===== src/rtl/rxsc_pkg.sv =====
package rxsc_pkg;
  localparam int unsigned CHAR_W_DEF = 8;
  localparam int unsigned WLEN_W_DEF = 2;

  typedef enum logic [1:0] {
    WLEN_5 = 2'b00,
    WLEN_6 = 2'b01,
    WLEN_7 = 2'b10,
    WLEN_8 = 2'b11
  } wlen_code_e;
endpackage


===== src/rtl/rxsc_wlen_mask.sv =====
module rxsc_wlen_mask #(
  parameter int unsigned CHAR_W = rxsc_pkg::CHAR_W_DEF,
  parameter int unsigned WLEN_W = rxsc_pkg::WLEN_W_DEF
) (
  input  logic [WLEN_W-1:0] wlen_i,
  output logic [CHAR_W-1:0] mask_o
);
  localparam int unsigned MIN_W = CHAR_W - (2 ** WLEN_W) + 1;
  localparam int unsigned CNT_W = $clog2(CHAR_W + 1);

  logic [CNT_W-1:0] nbits;

  always_comb begin
    nbits = CNT_W'(MIN_W) + CNT_W'(wlen_i);
  end

  for (genvar gi = 0; gi < CHAR_W; gi++) begin : g_bit
    assign mask_o[gi] = (CNT_W'(gi) < nbits);
  end
endmodule


===== src/rtl/rxsc_compare.sv =====
module rxsc_compare #(
  parameter int unsigned CHAR_W = rxsc_pkg::CHAR_W_DEF
) (
  input  logic [CHAR_W-1:0] rx_data_i,
  input  logic [CHAR_W-1:0] spchar_i,
  input  logic [CHAR_W-1:0] mask_i,
  output logic [CHAR_W-1:0] data_masked_o,
  output logic              match_o
);
  always_comb begin
    data_masked_o = rx_data_i & mask_i;
    match_o       = ~|((rx_data_i ^ spchar_i) & mask_i);
  end
endmodule


===== src/rtl/rxsc_flag.sv =====
module rxsc_flag (
  input  logic clk,
  input  logic rst_n,
  input  logic set_i,
  input  logic clr_i,
  output logic flag_o
);
  logic flag_q, flag_d;

  always_comb begin
    flag_d = flag_q;
    if (clr_i) flag_d = 1'b0;
    if (set_i) flag_d = 1'b1;
  end

  always_ff @(posedge clk or negedge rst_n) begin
    if (!rst_n) flag_q <= 1'b0;
    else        flag_q <= flag_d;
  end

  assign flag_o = flag_q;


  flag_hold_chk: assert property (@(posedge clk) disable iff (!rst_n)
    (flag_q && !clr_i) |=> flag_q);

  flag_clear_chk: assert property (@(posedge clk) disable iff (!rst_n)
    (clr_i && !set_i) |=> !flag_q);

  set_wins_chk: assert property (@(posedge clk) disable iff (!rst_n)
    set_i |=> flag_q);
endmodule


===== src/rtl/rx_spchar_match.sv =====
module rx_spchar_match #(
  parameter int unsigned CHAR_W = rxsc_pkg::CHAR_W_DEF,
  parameter int unsigned WLEN_W = rxsc_pkg::WLEN_W_DEF
) (
  input  logic              clk,
  input  logic              rst_n,
  input  logic              rx_valid_i,
  input  logic [CHAR_W-1:0] rx_data_i,
  input  logic              rx_ferr_i,
  input  logic [WLEN_W-1:0] wlen_i,
  input  logic              det_en_i,
  input  logic [CHAR_W-1:0] spchar_i,
  input  logic              flag_clr_i,
  output logic              fifo_wr_o,
  output logic [CHAR_W-1:0] fifo_data_o,
  output logic              fifo_ferr_o,
  output logic              det_flag_o
);
  logic [CHAR_W-1:0] mask;
  logic [CHAR_W-1:0] data_masked;
  logic              match;
  logic              det_set;

  logic              wr_q, wr_d;
  logic [CHAR_W-1:0] data_q, data_d;
  logic              ferr_q, ferr_d;
  logic              cap_en;

  rxsc_wlen_mask #(.CHAR_W(CHAR_W), .WLEN_W(WLEN_W)) u_mask (
    .wlen_i (wlen_i),
    .mask_o (mask)
  );

  rxsc_compare #(.CHAR_W(CHAR_W)) u_cmp (
    .rx_data_i     (rx_data_i),
    .spchar_i      (spchar_i),
    .mask_i        (mask),
    .data_masked_o (data_masked),
    .match_o       (match)
  );

  assign det_set = rx_valid_i & det_en_i & match;

  rxsc_flag u_flag (
    .clk    (clk),
    .rst_n  (rst_n),
    .set_i  (det_set),
    .clr_i  (flag_clr_i),
    .flag_o (det_flag_o)
  );

  // Next state of the FIFO write stage
  always_comb begin
    cap_en = rx_valid_i;
    wr_d   = rx_valid_i;
    data_d = data_q;
    ferr_d = ferr_q;
    if (cap_en) begin
      data_d = data_masked;
      ferr_d = rx_ferr_i;
    end
  end

  always_ff @(posedge clk or negedge rst_n) begin
    if (!rst_n) begin
      wr_q   <= 1'b0;
      data_q <= '0;
      ferr_q <= 1'b0;
    end else begin
      wr_q   <= wr_d;
      data_q <= data_d;
      ferr_q <= ferr_d;
    end
  end

  assign fifo_wr_o   = wr_q;
  assign fifo_data_o = data_q;
  assign fifo_ferr_o = ferr_q;


  wr_follow_chk: assert property (@(posedge clk) disable iff (!rst_n)
    rx_valid_i |=> fifo_wr_o);

  wr_idle_chk: assert property (@(posedge clk) disable iff (!rst_n)
    !rx_valid_i |=> !fifo_wr_o);

  upper_zero_chk: assert property (@(posedge clk) disable iff (!rst_n)
    rx_valid_i |=> ((fifo_data_o & ~$past(mask)) == '0));

  disabled_no_set_chk: assert property (@(posedge clk) disable iff (!rst_n)
    $rose(det_flag_o) |-> $past(det_en_i && rx_valid_i));

  ferr_pass_chk: assert property (@(posedge clk) disable iff (!rst_n)
    rx_valid_i |=> (fifo_ferr_o == $past(rx_ferr_i)));

  reset_state_chk: assert property (@(posedge clk)
    !rst_n |-> (!fifo_wr_o && !det_flag_o && !fifo_ferr_o && fifo_data_o == '0));
endmodule


===== config.mk =====
export PLATFORM = sky130hd
export DESIGN_NAME = rx_spchar_match
export DESIGN_NICKNAME = d
export VERILOG_FILES = /design/src/rtl/rxsc_pkg.sv /design/src/rtl/rxsc_wlen_mask.sv /design/src/rtl/rxsc_compare.sv /design/src/rtl/rxsc_flag.sv /design/src/rtl/rx_spchar_match.sv
export SDC_FILE = /design/constraint.sdc
export NUM_CORES = 1
export LEC_CHECK = 0
export BUFFER_PORTS_ARGS = -buffer_cell sky130_fd_sc_hd__buf_4
export CAP_MARGIN = 20
export CORE_MARGIN = 1
export CORE_UTILIZATION = 35
export CTS_CLUSTER_SIZE = 12
export DETAILED_ROUTE_END_ITERATION = 10
export HOLD_SLACK_MARGIN = 0.15
export PLACE_DENSITY = 0.84
export SKIP_LAST_GASP = 1
export SLEW_MARGIN = 30
export SYNTH_ARGS = -nofsm -noshare
export SYNTH_HDL_FRONTEND = slang
export SYNTH_SLANG_ARGS = --single-unit

===== constraint.sdc =====
create_clock -name clk -period 0.8 [get_ports clk]
set_input_delay 0.12 -clock clk [delete_from_list [all_inputs] [get_ports clk]]
set_output_delay 0.12 -clock clk [all_outputs]
set_load 0.03 [all_outputs]

# After elaboration in Yosys (flattened, before gate mapping)
# Index checks and enable logic that the tools add are counted.
[classes] addsub=1 mul=0 div=0 n_lt_le_gt_ge=8 n_eq_ne=0 shifts=0 mux=2 n_bitwise=5 n_reduce_logical=3
[op_table] cell="AND 8 bit" n=2
[op_table] cell="less-than comparator 3 x 4 -> 1 bit (first input constant)" n=4
[op_table] cell="less-than comparator 1 x 4 -> 1 bit (first input constant)" n=2
[op_table] cell="less-than comparator 2 x 4 -> 1 bit (first input constant)" n=2
[op_table] cell="OR reduction 8 bit" n=1
[op_table] cell="XOR 8 bit" n=1
[op_table] cell="adder 3 x 2 -> 4 bit (first input constant)" n=1
[op_table] cell="AND 1 bit" n=2
[op_table] cell="two-way mux 1 bit" n=2
[op_table] cell="nonzero test 2 bit" n=1
[op_table] cell="zero test 1 bit" n=1
[totals] regBits=11 latch_bits=0 ram_bits=0 romBits=0 inputBits=24 output_inout_bits=11 n_memories=0

# Longest topological paths before layout
[logic_depth] ltp_word=7 ltp_mapped=4 depth_no_buf=4

# Cells and area by module
# A second synthesis with hierarchy kept.
[unflattened] cells_unflattened=54 area_unflattened_um2=659.4
[by_module_without_submodules] mod="rx_spchar_match" n_inst=1 cells_per_inst=21 area_per_inst_um2=404.1
[by_module_without_submodules] mod="rxsc_compare" n_inst=1 cells_per_inst=21 area_per_inst_um2=160.2
[by_module_without_submodules] mod="rxsc_wlen_mask" n_inst=1 cells_per_inst=9 area_per_inst_um2=58.8
[by_module_without_submodules] mod="rxsc_flag" n_inst=1 cells_per_inst=3 area_per_inst_um2=36.3

# Worst setup path before layout
# No wires, ideal clock.
[synth_path] path_kind="register -> register" start="reg, netlist name fifo_data_o[0]" end="reg data_q[0] (netlist: fifo_data_o[0])" setup_time_ns=0.125 arrival_time_ns=0.756 required_time_ns=0.675 slack_ns=-0.081 stages_incl_launch_ff=2 path_buffers=0 synth_period_minus_slack_ns=0.881 cell_sequence="dfrtp_1 -> mux2_2"
[synth_rtl] item="end signal: assignment" line="rx_spchar_match.sv:71" source="data_q <= data_d;"
[synth_rtl] item="end: declaration" line="rx_spchar_match.sv:25" source="logic [CHAR_W-1:0] data_q, data_d;"

# Worst setup path after layout
[layout_path] start="reg data_q[2] (netlist: fifo_data_o[2])" end="out fifo_data_o[2]"
[layout_rtl] item="end: declaration" line="rx_spchar_match.sv:15" source="output logic [CHAR_W-1:0] fifo_data_o,"
# No word-level cell between the ends.

==> Flow_metrics.wiki <==
{| class="wikitable"
! Metric !! Value
|-
| Layout area overhead || 83.8%
|-
| DIE AREA || 1620 µm²
|-
| Ranking of synthesized cells by area || sky130_fd_sc_hd__dfrtp_1 54%, sky130_fd_sc_hd__mux2_2 13%, sky130_fd_sc_hd__xor2_1 12%
|-
| Hold Path Stages || 2
|-
| Number of pins exceeding their max-slew limit in the final report || 0
|-
| Area after DPL || 795 µm²
|-
| TritonCTS clock tree || done
|-
| Synth async-reset ratio || 100%
|-
| First-iteration detailed-routing DRC count || 5
|-
| Global-route congestion overflow total || 0
|-
| Overall Global Routing Usage || 19.5%
|-
| Yosys warning count || 0
|-
| Global-route wire length before repair || 1930 µm
|-
| Crit path setup slack, layout || -0.129 ns
|-
| Routed vias || 528
|-
| Root Buffer Master || sky130_fd_sc_hd__clkbuf_4
|-
| Run status || finished with violations
|-
| Endpoint of the worst register-to-register path || fifo_data_o[3]
|-
| Cell family contributing the most delay on the critical path || flip-flops
|-
| RSZ-0062 raised after global routing || yes
|-
| Worst Hold End || fifo_ferr_o
|-
| Via count of the first global-routing pass || 465
|-
| Worst setup timing slack at the placement stage || -0.191 ns
|-
| Clock period minus final worst setup slack || 0.929 ns
|-
| Avg Inst Size Synth || 11.9 µm²
|-
| Net Count, Synth || 67
|-
| Type of destination of the critical path || output pin
|-
| Failing checks || setup timing
|-
| Number of placed I/O pins || 35
|-
| Power density relative to cell area || 1550 nW/µm²
|-
| Wire length after detailed routing || 1360 µm
|-
| IO Port Bufs || 34
|-
| Achievable frequency || 1080 MHz
|-
| Startpoint of the worst hold path || rx_ferr_i
|-
| Cell area after synthesis || 510 µm²
|-
| Count of maximum capacitance violations || 0
|-
| Post-Layout Inst Area || 938 µm²
|-
| Final clock period utilization by the worst path || 116%
|-
| Clock input transition at the sequential cells of the worst setup and hold paths || 0.06 ns
|-
| Number of antenna violations at the first check in global routing || 0
|-
| Cell-internal power || 0.00104 W
|-
| Die Width || 40.2 µm
|-
| Logic gate share of total power || 31.2%
|-
| Final-report setup violation count || 14
|-
| Critical path's largest stage delay || 0.41 ns
|-
| Worst r2r src || fifo_data_o[3]
|-
| Sw Ratio || 28.2%
|-
| Largest net degree at the start of global routing || 12
|-
| Placed wire-length estimate after detailed placement || 988 µm
|-
| Largest fanout on the critical path || 2
|-
| Worst voltage drop across the vdd grid || 1040 µV
|-
| Number of hold-slack violations in the final timing report || 0
|-
| Portion of total power attributed to the clock network || 24.9%
|-
| Clock sinks || 11
|-
| Detailed-route vias per instance || 5.08
|-
| Worst Setup Start Kind || flop
|-
| WS Path Type || flop to output pin
|-
| Yosys cell types || 13
|-
| Effective utilization at floorplan || 38.3%
|-
| Fillers || 106
|-
| Proportion of netlist area held by the largest area contributor || 53.9%
|-
| Minimum setup slack among reg-to-reg paths || -0.11 ns
|-
| Proportion of synthesized chip area in sequential cells || 53.9%
|-
| Reported net switching power || 0.000409 W
|-
| Path type of the worst min-delay path || input pin to flop
|-
| Worst-Skew Late Latency || 0.26 ns
|-
| Part of the power in registers || 43.8%
|-
| Library cell with the largest summed area after synthesis || sky130_fd_sc_hd__dfrtp_1
|-
| Number of nets in the layout || 114
|-
| Buffers from clock root to sink, at most || 2
|-
| Number of enable-type register cells in the synthesized netlist || 0
|-
| Post-synthesis register bit count || 11
|-
| Drt first pass iters || 4
|-
| Die height || 40.2 µm
|-
| Cells along the critical path || buf_6
|-
| Antenna viol nets, final || 0
|-
| Worst r2r path cells || 2
|-
| CTS HTree Levels || 1
|-
| FP Rows || 13
|-
| DRC viols || 0
|-
| Total core area || 1330 µm²
|-
| Library cell with the highest instance count after synthesis || sky130_fd_sc_hd__dfrtp_1
|-
| Gate Count Post-Synth || 43
|-
| Fraction of final layout cells sized beyond drive strength 1 || 64.0%
|-
| Cell with the largest stage delay on the worst path || sky130_fd_sc_hd__dfrtp_2
|-
| Hold_ws || 0.0877 ns
|-
| Number of buffers added to fix hold violations after cts || 5
|-
| WL/cell || 13.1 µm
|-
| Diode insertion count for antenna repair || 0
|-
| Placed Cells incl. Taps || 92
|-
| Most common flop cell mapped by yosys || sky130_fd_sc_hd__dfrtp_1
|-
| Relative slew margins || 86.6%
|-
| Synth top cells by count || 11 x sky130_fd_sc_hd__dfrtp_1, 7 x sky130_fd_sc_hd__xor2_1, 6 x sky130_fd_sc_hd__mux2_2
|-
| Worst clock skew || 0 ns
|-
| Worst-Margin Slew || 0.200 ns
|-
| Endpoint arrival time on the critical path || 0.81 ns
|-
| Final non-filler cell total || 104
|-
| Total buffers and inverters traversed by the critical path || 1
|-
| Clock buffer count from CTS || 3
|-
| CP Data Required Time || 0.68 ns
|-
| Leakage component of the power || 0.448 nW
|-
| Gp weighted congestion || 0.649
|}
## stage by stage
stage                     util (%)  power (W)  TNS (ns)
final                         70.4    0.00145     -1.60
after global routing          70.4    0.00153     -2.00
after CTS                     70.1    0.00147     -1.63
after detailed placement      59.6    0.00103    -0.191
after global placement        59.6    0.00102    -0.139
after floorplan                  -   0.000822    -0.274
## state kept, by name, summed over array words and instances (netlist names)
name and cells:
fifo_data_o 8, u_flag.flag_o 1, fifo_wr_o 1, fifo_ferr_o 1
## power by group through the flow
stage / combinational [W] / sequential (W) / clock, W
floorplan: 0.0000898 / 0.000732 / 0
global placement: 0.000382 / 0.000637 / 0
detailed placement: 0.000389 / 0.000639 / 0
CTS: 0.000454 / 0.000636 / 0.000379
global route: 0.000487 / 0.000641 / 0.000404
finish: 0.000453 / 0.000636 / 0.000362
## layout by cell type (no fill, tap or decap), drive strengths merged
cell type,count
a21oi,1
buf,39
clkbuf,4
dfrtp,11
dlygate4sd3,4
inv,5
mux2,6
nand3,1
nand4,2
nor4,1
o211ai,1
o21ai,5
o22ai,1
xnor2,1
xor2,7
## worst max path at each step
| stage | from | endpoint | slack, ns | cells past startpoint |
|---|---|---|---|---|
| floorplan | fifo_data_o[0] | fifo_data_o[0] | -0.05 | 1 |
| global placement | spchar_i[3] | u_flag.flag_o | -0.14 | 5 |
| detailed placement | spchar_i[3] | u_flag.flag_o | -0.19 | 5 |
| CTS | fifo_data_o[3] | fifo_data_o[3] | -0.14 | 1 |
| global route | fifo_data_o[1] | fifo_data_o[1] | -0.16 | 1 |
| finish | fifo_data_o[2] | fifo_data_o[2] | -0.13 | 1 |
## logic make-up (layout without fill, tap and decap cells)
kind of cell           count (synthesis)  after routing  synth area share (%)
AND/OR/NAND/NOR                        4              4                  5.88
AO/OA/AOI/OAI                          8              8                  8.58
flip-flops                            11             11                  53.9
XOR/XNOR                               8              8                  13.7
multiplexers                           6              6                  13.2
buffers and inverters                  6             52                  4.66
## area by class of cell
cell class              count  area (µm²)  area share, %
clock buffers               4        26.3           2.80
flip-flops and latches     11         283           30.1
repair buffers             43         374           39.9
inverters                   5        18.8           2.00
multi-input cells          26         218           23.2
well taps                  15        18.8           2.00
## layer usage
layer	vias up	GRT usage [%]	share of wire, %
met5	-	0	0
met4	0	9.17	2.5
met3	9	8.89	6.9
met2	25	35.5	59
met1	254	18.3	31
li1	240	-	-
## what timing repair did
item / 4_1_cts / 5_1_grt
endpoints found under the hold margin: 22 / 6
setup endpoints to repair: 11 / 15
resized for setup: 11 / 3
setup buffers: 3 / 1
Power figures use the tool's default switching activity.
